### src/rtl/ucrc_pkg.sv
package ucrc_pkg;

    localparam int unsigned WORD_W = 16;

    typedef logic [WORD_W-1:0] word_t;

    typedef struct packed {
        word_t exp_crc;
        word_t rcv_crc;
    } crc_pair_t;

    function automatic word_t crc_word(word_t cur, word_t din, word_t poly);
        word_t c;
        logic  fb;
        c = cur;
        for (int i = WORD_W - 1; i >= 0; i--) begin
            fb = c[WORD_W-1] ^ din[i];
            c  = {c[WORD_W-2:0], 1'b0};
            if (fb) c = c ^ poly;
        end
        return c;
    endfunction

endpackage

### src/rtl/ucrc_accum.sv
module ucrc_accum
    import ucrc_pkg::*;
#(
    parameter word_t POLY = 16'h1021,
    parameter word_t SEED = 16'h4ABA
) (
    input  logic      clk,
    input  logic      rst,
    input  logic      seed_ld,
    input  logic      word_ok,
    input  word_t     dd,
    input  logic      cap,
    output logic      cmp_vld,
    output logic      cmp_bad,
    output crc_pair_t pair
);
    word_t crc_q;
    logic  cap_d;

    always_ff @(posedge clk) begin
        if (rst)          crc_q <= SEED;
        else if (seed_ld) crc_q <= SEED;
        else if (word_ok) crc_q <= crc_word(crc_q, dd, POLY);
    end

    always_ff @(posedge clk) begin
        if (rst) begin
            pair    <= '0;
            cap_d   <= 1'b0;
            cmp_vld <= 1'b0;
            cmp_bad <= 1'b0;
        end else begin
            cap_d   <= cap;
            if (cap) begin
                pair.exp_crc <= crc_q;
                pair.rcv_crc <= dd;
            end
            cmp_vld <= cap_d;
            cmp_bad <= cap_d && (pair.exp_crc != pair.rcv_crc);
        end
    end
endmodule

### config.mk
export PLATFORM = sky130hd
export DESIGN_NAME = ucrc_accum
export DESIGN_NICKNAME = d
export VERILOG_FILES = /design/src/rtl/ucrc_pkg.sv /design/src/rtl/ucrc_accum.sv
export SDC_FILE = /design/constraint.sdc
export NUM_CORES = 1
export LEC_CHECK = 0
export ABC_AREA = 0
export BUFFER_PORTS_ARGS = -buffer_cell sky130_fd_sc_hd__clkbuf_2
export CORE_MARGIN = 1
export CORE_UTILIZATION = 30
export DETAILED_ROUTE_END_ITERATION = 12
export PLACE_DENSITY = 0.62
export SLEW_MARGIN = 20
export SYNTH_ARGS = -nofsm -noshare
export SYNTH_HDL_FRONTEND = slang
export SYNTH_SLANG_ARGS = --single-unit
### constraint.sdc
create_clock -name clk -period 1.9 [get_ports clk]
set_input_delay 0.095 -clock clk [delete_from_list [all_inputs] [get_ports clk]]
set_output_delay 0.095 -clock clk [all_outputs]
set_load 0.01 [all_outputs]
**Word level (Yosys, flattened, before mapping)**

Cells that the tools add are included.

- Equality and inequality tests: 1
- Multiplexer cells: 61
- Bitwise gates (word level): 32
- Reduce and logical (&&, ||, !) cells: 2

Operators by type and width:

| cell | number |
|---|---|
| $mux 16 | 45 |
| $mux 13 | 16 |
| $not 3->3 | 16 |
| $ne 16x16->1 | 1 |
| $xor 1x1->1 | 16 |
| $reduce_or 2->1 | 1 |
| $logic_and 1x1->1 | 1 |

- Register bits: 51
- Input port bits: 21
- Output and inout port bits: 34
- Logic and storage cells: 102

**Longest topological paths before layout**

Gate-level depths: netlist of the first run.

- Depth after elaboration: 77
- Depth in mapped cells: 6
- Mapped depth without buffers: 6

**Worst setup path after synthesis of the first run**

No wires, ideal clock.

- Path type: register to register
- Start: register crc_q[15]
- End: register crc_q[15]
- Setup time: 116 ps
- Data arrival time: 1,848 ps
- Required time: 1,784 ps
- Setup slack: -64 ps
- Cell stages (with the launch flop): 7
- Period minus slack after synthesis: 1,964 ps
- Cells stage by stage: dfxtp_1 > xnor2_1 > xnor3_1 > xnor2_2 > xnor2_1 > a21oi_1 > a31o_2

- Word-level cells in the longest chain between the ends: 61
- Elaborated cells on any way between the ends: 64
- Those cells by class: mux: 58; bitwise: 6

RTL lines:

| element | RTL line | RTL |
|---|---|---|
| from (decl) | ucrc_accum.sv:17 | `word_t crc_q;` |
| from (signal assigned) | ucrc_accum.sv:23 | `else if (word_ok) crc_q <= crc_word(crc_q, dd, POLY);` |
| $xor 1x1->1 * | ucrc_pkg.sv:17 | `fb = c[WORD_W-1] ^ din[i];` |
| $mux 13 * | ucrc_pkg.sv:19 | `if (fb) c = c ^ poly;` |
| $mux 16 * | ucrc_accum.sv:23 |  |
| $mux 16 * | ucrc_accum.sv:22 | `else if (seed_ld) crc_q <= SEED;` |
| $mux 16 * | ucrc_accum.sv:21 | `if (rst) crc_q <= SEED;` |
| $mux 13 | ucrc_pkg.sv:19 |  |
| $mux 16 * | ucrc_accum.sv:23 |  |
| $mux 16 * | ucrc_accum.sv:22 |  |
| [45 not listed] | n/a |  |
| $mux 16 * | ucrc_accum.sv:22 |  |
| $mux 16 * | ucrc_accum.sv:21 |  |
| $mux 16 * | ucrc_accum.sv:23 |  |
| $mux 16 * | ucrc_accum.sv:22 |  |
| $mux 16 * | ucrc_accum.sv:21 |  |
| $mux 16 * | ucrc_accum.sv:23 |  |
| $mux 16 * | ucrc_accum.sv:22 |  |
| $mux 16 * | ucrc_accum.sv:21 |  |

Mark *: on every way between the ends. The rest lies on a longest branch, timed or not. The select of a mux whose other input is x is not followed.
A chain may end at the register's enable or synchronous reset.

**Worst setup path in the final report of the first run**

- Start: register crc_q[15]
- End: register crc_q[12]

- Word-level cells in the longest chain between the ends: 59
- Elaborated cells on any way between the ends: 69
- Those cells by class: mux: 61; bitwise: 8

RTL lines:

| element | RTL line |
|---|---|
| $xor 1x1->1 * | ucrc_pkg.sv:17 |
| $mux 13 * | ucrc_pkg.sv:19 |
| $mux 16 * | ucrc_accum.sv:23 |
| $mux 16 * | ucrc_accum.sv:22 |
| $mux 16 * | ucrc_accum.sv:21 |
| $mux 16 * | ucrc_accum.sv:23 |
| $mux 16 * | ucrc_accum.sv:22 |
| $mux 16 * | ucrc_accum.sv:21 |
| [43 not listed] | n/a |
| $mux 16 * | ucrc_accum.sv:22 |
| $mux 16 * | ucrc_accum.sv:21 |
| $mux 13 / $mux 16 (equally long branches) | ucrc_pkg.sv:19, ucrc_accum.sv:21 |
| $mux 16 * | ucrc_accum.sv:23 |
| $mux 16 * | ucrc_accum.sv:22 |
| $mux 16 * | ucrc_accum.sv:21 |
| $not 3->3 (no source line) / $xor 1x1->1 (equally long branches) | n/a |
| $mux 13 * | ucrc_pkg.sv:19 |

Marks and branches as above.

==> run_results.csv, run 1 <==
group,metric,value,unit
run_status,status,"finished, violations left",
run_status,violations,"negative setup slack",
place,port_buffers,54,
logic_synthesis,synth-edff-count,0,
power,power.density,1600,mW/mm^2
logic_synthesis,avgSynthCellArea,10.1,sq um
setup_path,reg2regPathDepth,8,
floorplanning,die_w,93.4,um
setup_path,critPathMaxFanout,3,
logic_synthesis,yosysUniqueCellTypes,25,
logic_synthesis,ys_ff_latch,51,
timing,setup_viol,1,
setup_path,cp-end-kind,"flip-flop",
cells_and_area,final_common_cell,"clkbuf_2",
floorplanning,die_area,0.00872,sq mm
setup_path,r2r_slack,-5,ps
logic_synthesis,synth_area_leaders,"dfxtp_1, mux2i_1, xnor2_1",
cts,cts-root-buf,"clkbuf_8",
cells_and_area,utilization,42.4,%
timing,whs,56.1,ps
cells_and_area,drive_above_1_share,37.0,%
logic_synthesis,ys.flop_type,"dfxtp_1",
cts,cts_tree,"done",
routing,drc_errors,0,
cells_and_area,nets,347,
setup_path,worstSetupStartpointType,"flip-flop",
logic_synthesis,ys_seq_area_share,40.7,%
timing,timing.fmax,525,MHz
timing,hold_viol_final,0,
routing,wire_per_inst,13.3,um
floorplanning,rows,32,
logic_synthesis,yosys_warnings,0,
global_route,grt_overflow,0,
logic_synthesis,synth_cells,249,
timing,slew_headroom,62.7,%
global_route,grt_max_degree,34,
logic_synthesis,yosys.area.top_type,"dfxtp_1",
logic_synthesis,synth_top_cell_area_share,40.7,%
floorplanning,coreArea,0.00789,sq mm
setup_path,critPathKind,"reg -> reg",
logic_synthesis,synth.cell_area,0.00251,sq mm
floorplanning,design.portCount,55,
timing,fin_crit,1900,ps
cts,cts_buffer_depth,2,
timing,drv_slew,0,
cts,numCtsBuffers,5,
global_route,grt_antenna_before_repair,0,
timing,rsz0062_at_grt,"yes",
routing,dr_total_vias,1939,
global_route,grt_use_total,13.9,%
cts,cts_num_sinks,51,
place,hpwl,4150,um
floorplanning,die_y,93.4,um
hold_path,min_to,"pair[5]$_SDFFE_PP0P_",
timing,worst_pin_slew,559,ps
place,gp_congestion,0.770,
routing,routed_wirelength,5690,um
cts,clk_latency,310,ps
cells_and_area,mostFrequentLayoutCells,"clkbuf_2, dfxtp_1, nor2_1",
setup_path,timing.rr.end,"crc_q[12]$_SDFFE_PP0P_",
global_route,grt_pass1_vias,1826,
timing,period_share,100,%
timing,tns,-4.93,ps
timing,fin_skew,5.65,ps
routing,first_iter_violations,58,
routing,post_drt_via_cell_ratio,4.52,
logic_synthesis,synth_nets,270,
timing,timing.final.ws_setup,-4.93,ps
cts,clk_pin_slew,90,ps
hold_path,min-delay-start,"dd[5]",
setup_path,required,2110,ps
floorplanning,initial_utilization,31.8,%
hold_path,worstHoldPathType,"in -> reg",
hold_path,min_path_cells,3,
cts,htreeDepth,2,
routing,ant_nets,0,
power,ir_worst_vdd,0.742,mV
setup_path,arrival,2110,ps
cells_and_area,n_antenna_cell,0,
setup_path,r2r_start,"crc_q[15]$_SDFFE_PP0P_",
cells_and_area,area_delta_synth_final,33.4,%
run,cap_violations,0,
routing,first_pass_iters,4,
power,p_leak,1.59,nW
logic_synthesis,synthArstFlopShare,0,%
global_route,grt_pass1_wl,9200,um
cells in the mapped netlist, drive strengths merged, types with 4 or more instances:
library cell and instances:
a21oi 5, clkbuf 11, dfxtp 51, mux2i 34, nand2 13, nor2 36, nor3 4, o21ai 6
xnor2 40, xnor3 5, xor2 21
worst max path at each step:
| stage | depth (start not counted) | endpoint | slack [ps] | startpoint |
|---|---|---|---|---|
| after floorplan | 6 | crc_q[12]$_SDFFE_PP0P_ | 9 | crc_q[12]$_SDFFE_PP0P_ |
| after global placement | 6 | crc_q[13]$_SDFFE_PP0P_ | -30 | crc_q[9]$_SDFFE_PP1P_ |
| after detailed placement | 6 | crc_q[15]$_SDFFE_PP0P_ | -50 | crc_q[11]$_SDFFE_PP1P_ |
| after CTS | 6 | crc_q[12]$_SDFFE_PP0P_ | -3 | crc_q[0]$_SDFFE_PP0P_ |
| after global routing | 8 | crc_q[12]$_SDFFE_PP0P_ | -70 | crc_q[15]$_SDFFE_PP0P_ |
| final | 8 | crc_q[12]$_SDFFE_PP0P_ | -5 | crc_q[15]$_SDFFE_PP0P_ |
through the flow:
step	setup slack (ps)	std cells	total power, mW	instance area (sq um)
4_1_cts	-3.25	425	4.96	3240
6_report	-4.93	429	5.35	3340
5_1_grt	-70.7	429	5.75	3340
3_3_place_gp	-26.1	413	4.09	3050
3_5_place_dp	-50.9	413	4.12	3050
2_1_floorplan	8.75	249	3.34	2530
cell families after synthesis:
logic type      synth area share [%]
xor+xnor                        26.8
simple gates                    11.5
flops                           40.7
mux                             13.6
compound gates                  5.29
buf+inv                         2.10
final cells by class:
cell class	instances	area (sq um)
multi-input combinational	184	1580
timing repair buffer	84	512
clock buffer	8	100
sequential	51	1020
fill	786	4550
tap	102	128
sequential cells by signal (all words and copies together) (netlist names):
| name | flops |
|---|---|
| cmp_vld | 1 |
| cmp_bad | 1 |
| pair | 32 |
| crc_q | 16 |
| cap_d | 1 |
timing repair:
item | 4_1_cts | 5_1_grt
cloned | 0 | 0
hold buffers | 0 | 0
buffers inserted | 4 | 4
setup endpoints to repair | 5 | 9
gates resized for setup | 10 | 11
pin swaps | 8 | 13
report_power, final:
part / internal (mW) / leakage (nW) / switching [mW]
combinational: 1.90 / 1.11 / 1.36
clock: 0.333 / 0.0515 / 0.354
sequential: 1.24 / 0.421 / 0.162
layer usage:
metal | vias to the layer above | wire length (um) | global-route usage [%]
met1 | 904 | 2860 | 19.5
met2 | 46 | 2460 | 21.1
li1 | 981 | - | -
met3 | 8 | 272 | 2.68
met5 | - | 0 | 0
met4 | 0 | 91 | 5.00
critical path, cell delays in order (launching register included):
cell and delay, ps:
dfxtp_2 340, xnor2_2 140, buf_4 150, buf_6 120, xnor2_4 150, xnor3_2 390, xnor2_2 160, buf_4 130
a31o_2 210
Note: power is estimated with default switching activity, not from simulation.
==> run 2: changes to the inputs <==
--- a/config.mk
+++ b/config.mk
@@ -10,7 +10,8 @@
 export CORE_MARGIN = 1
 export CORE_UTILIZATION = 30
 export DETAILED_ROUTE_END_ITERATION = 12
-export PLACE_DENSITY = 0.62
+export MAX_ROUTING_LAYER = met4
+export PLACE_DENSITY_LB_ADDON = 0.2
 export SLEW_MARGIN = 20
 export SYNTH_ARGS = -nofsm -noshare
 export SYNTH_HDL_FRONTEND = slang
==> constraint.sdc (replaced) <==
create_clock -name clk -period 2.1 [get_ports clk]
set_input_delay 0.105 -clock clk [delete_from_list [all_inputs] [get_ports clk]]
set_output_delay 0.105 -clock clk [all_outputs]
set_load 0.01 [all_outputs]
==> run_results.csv, run 2 (synthesized netlist as in run 1, its figures left out) <==
group,metric,value,unit
timing,slew_headroom,61.1,%
hold_path,worstHoldPathType,"in -> reg",
power,power,4.28,mW
cts,cts-root-buf,"clkbuf_8",
timing,fin_crit,2020,ps
routing,wire_per_inst,14.5,um
cells_and_area,max_flop_register,"pair",
routing,ant_nets,0,
cts,cts_num_sinks,51,
timing,period_share,96.1,%
setup_path,slowest_delay,470,ps
routing,post_drt_via_cell_ratio,4.49,
cts,clk_pin_slew,100,ps
routing,first_pass_iters,4,
cells_and_area,drive_above_1_share,28.1,%
floorplanning,die_area,0.00872,sq mm
timing,setup_viol,0,
global_route,grt_pass1_vias,1782,
global_route,grt_pass1_wl,9430,um
setup_path,worstSetupStartpointType,"flip-flop",
timing,drv_slew,0,
routing,drc_errors,0,
floorplanning,die_y,93.4,um
setup_path,cp-end-kind,"flip-flop",
routing,first_iter_violations,39,
place,port_buffers,54,
timing,hold_viol_final,0,
timing,worst_pin_slew,583,ps
timing,fin_skew,9.89,ps
cts,htreeDepth,2,
floorplanning,initial_utilization,31.8,%
floorplanning,rows,32,
routing,m1WireLength,2960,um
setup_path,arrival,2220,ps
timing,rsz0062_at_grt,"no",
timing,timing.final.ws_setup,82.5,ps
place,hpwl,4360,um
setup_path,cp_cell_sequence,"xnor2_1, xnor3_1, xnor2_2, xnor2_1, a21oi_1, a31o_2",
run,cap_violations,0,
setup_path,cpMaxStageDelayCell,"xnor3_1",
power,power.density,1380,mW/mm^2
setup_path,required,2300,ps
run_status,status,"complete, no violations",
place,gp_congestion,0.766,
cts,numCtsBuffers,5,
setup_path,critPathMaxFanout,3,
setup_path,critPathKind,"reg -> reg",
routing,wl_met3,203,um
global_route,grt_use_total,14.9,%
cts,cts-hold-fix-buffers,0,
global_route,grt_antenna_before_repair,0,
setup_path,path_buf_inv,0,
routing,routed_wirelength,5900,um
floorplanning,design.portCount,55,
cells_and_area,n_antenna_cell,0,
cts,clk_latency,310,ps
cts,cts_tree,"done",
cells_and_area,final_common_cell,"clkbuf_2",
power,p_leak,1.43,nW
routing,dr_total_vias,1832,
global_route,grt_overflow,0,
setup_path,cp_common_cell,"xnor2_1",
cells_and_area,area_delta_synth_final,23.4,%
cells_and_area,nets,326,
timing,tns,0,ps
place,post-place-ws,-28.5,ps
cells_and_area,largest_reg_flops,32,
cts,cts_buffer_depth,2,
routing,route.met2.wl,2660,um
global_route,grt_max_degree,34,
timing,timing.fmax,496,MHz
cells_and_area,utilization,39.2,%
floorplanning,coreArea,0.00789,sq mm
floorplanning,die_w,93.4,um
cells_and_area,top_regs,"pair (32), crc_q (16)",
power,ir_worst_vdd,0.550,mV
setup_path,cp_top_family,"XOR/XNOR gates",
cells_and_area,mostFrequentLayoutCells,"clkbuf_2, dfxtp_1, nor2_1",
routing,top_layer,"met4",
==> run 2: cell types whose count changed in the layout (fill, tap and decap cells not counted), sizes merged <==
| cell | previous run | this run |
|---|---|---|
| buf | 30 | 9 |
| bufinv | 0 | 1 |
| clkbuf | 62 | 60 |
| clkinv | 0 | 1 |
==> run 2: layout make-up <==
class,count,area [sq um]
clock buffer,6,82.6
fill,787,4790
sequential,51,1020
multi-input combinational,184,1480
clock inverter,2,35.0
tap,102,128
timing repair buffer,63,350
==> run 2: worst paths after layout <==
path,start,to,slack (ps),cells after the start
setup / recovery,crc_q[11]$_SDFFE_PP1P_,crc_q[15]$_SDFFE_PP0P_,80,6
hold / removal,dd[5],pair[5]$_SDFFE_PP0P_,70,3
setup reg to reg,crc_q[11]$_SDFFE_PP1P_,crc_q[15]$_SDFFE_PP0P_,80,6
hold reg to reg,cap_d$_SDFF_PP0_,cmp_vld$_SDFF_PP0_,490,1
==> run 2: metal layers <==
layer | global-route usage (%) | vias to the layer above
li1 | - | 939
met1 | 19.9 | 847
met2 | 22.7 | 39
met3 | 2.76 | 7
met4 | 4.62 | 0
met5 | - | -
==> run 2: power by group <==
part	internal, mW	switching [mW]	total (mW)
logic	1.22	1.05	2.27
clock network	0.386	0.336	0.722
registers	1.12	0.162	1.29
total	2.73	1.55	4.28
==> run 2: worst register-to-register path: cells and delay by family (launching register included) <==
family | cells | cell delay (ps)
XOR/XNOR | 4 | 1240
flip-flops | 1 | 340
AO/OA/AOI/OAI | 2 | 330
==> run 2: stage by stage <==
step | cells | hold WS (ps) | area (sq um)
finish | 408 | 65.4 | 3090
global placement | 400 | 376 | 2930
CTS | 408 | 63.0 | 3060
global route | 408 | 74.0 | 3090
detailed placement | 400 | 384 | 2930
floorplan | 249 | 253 | 2510
==> run 2: repair_timing <==
action	4_1_cts	5_1_grt
hold endpoints to repair	0	0
setup endpoints to repair	2	4
resized for setup	1	6
setup buffers	0	0
pin swaps	0	1
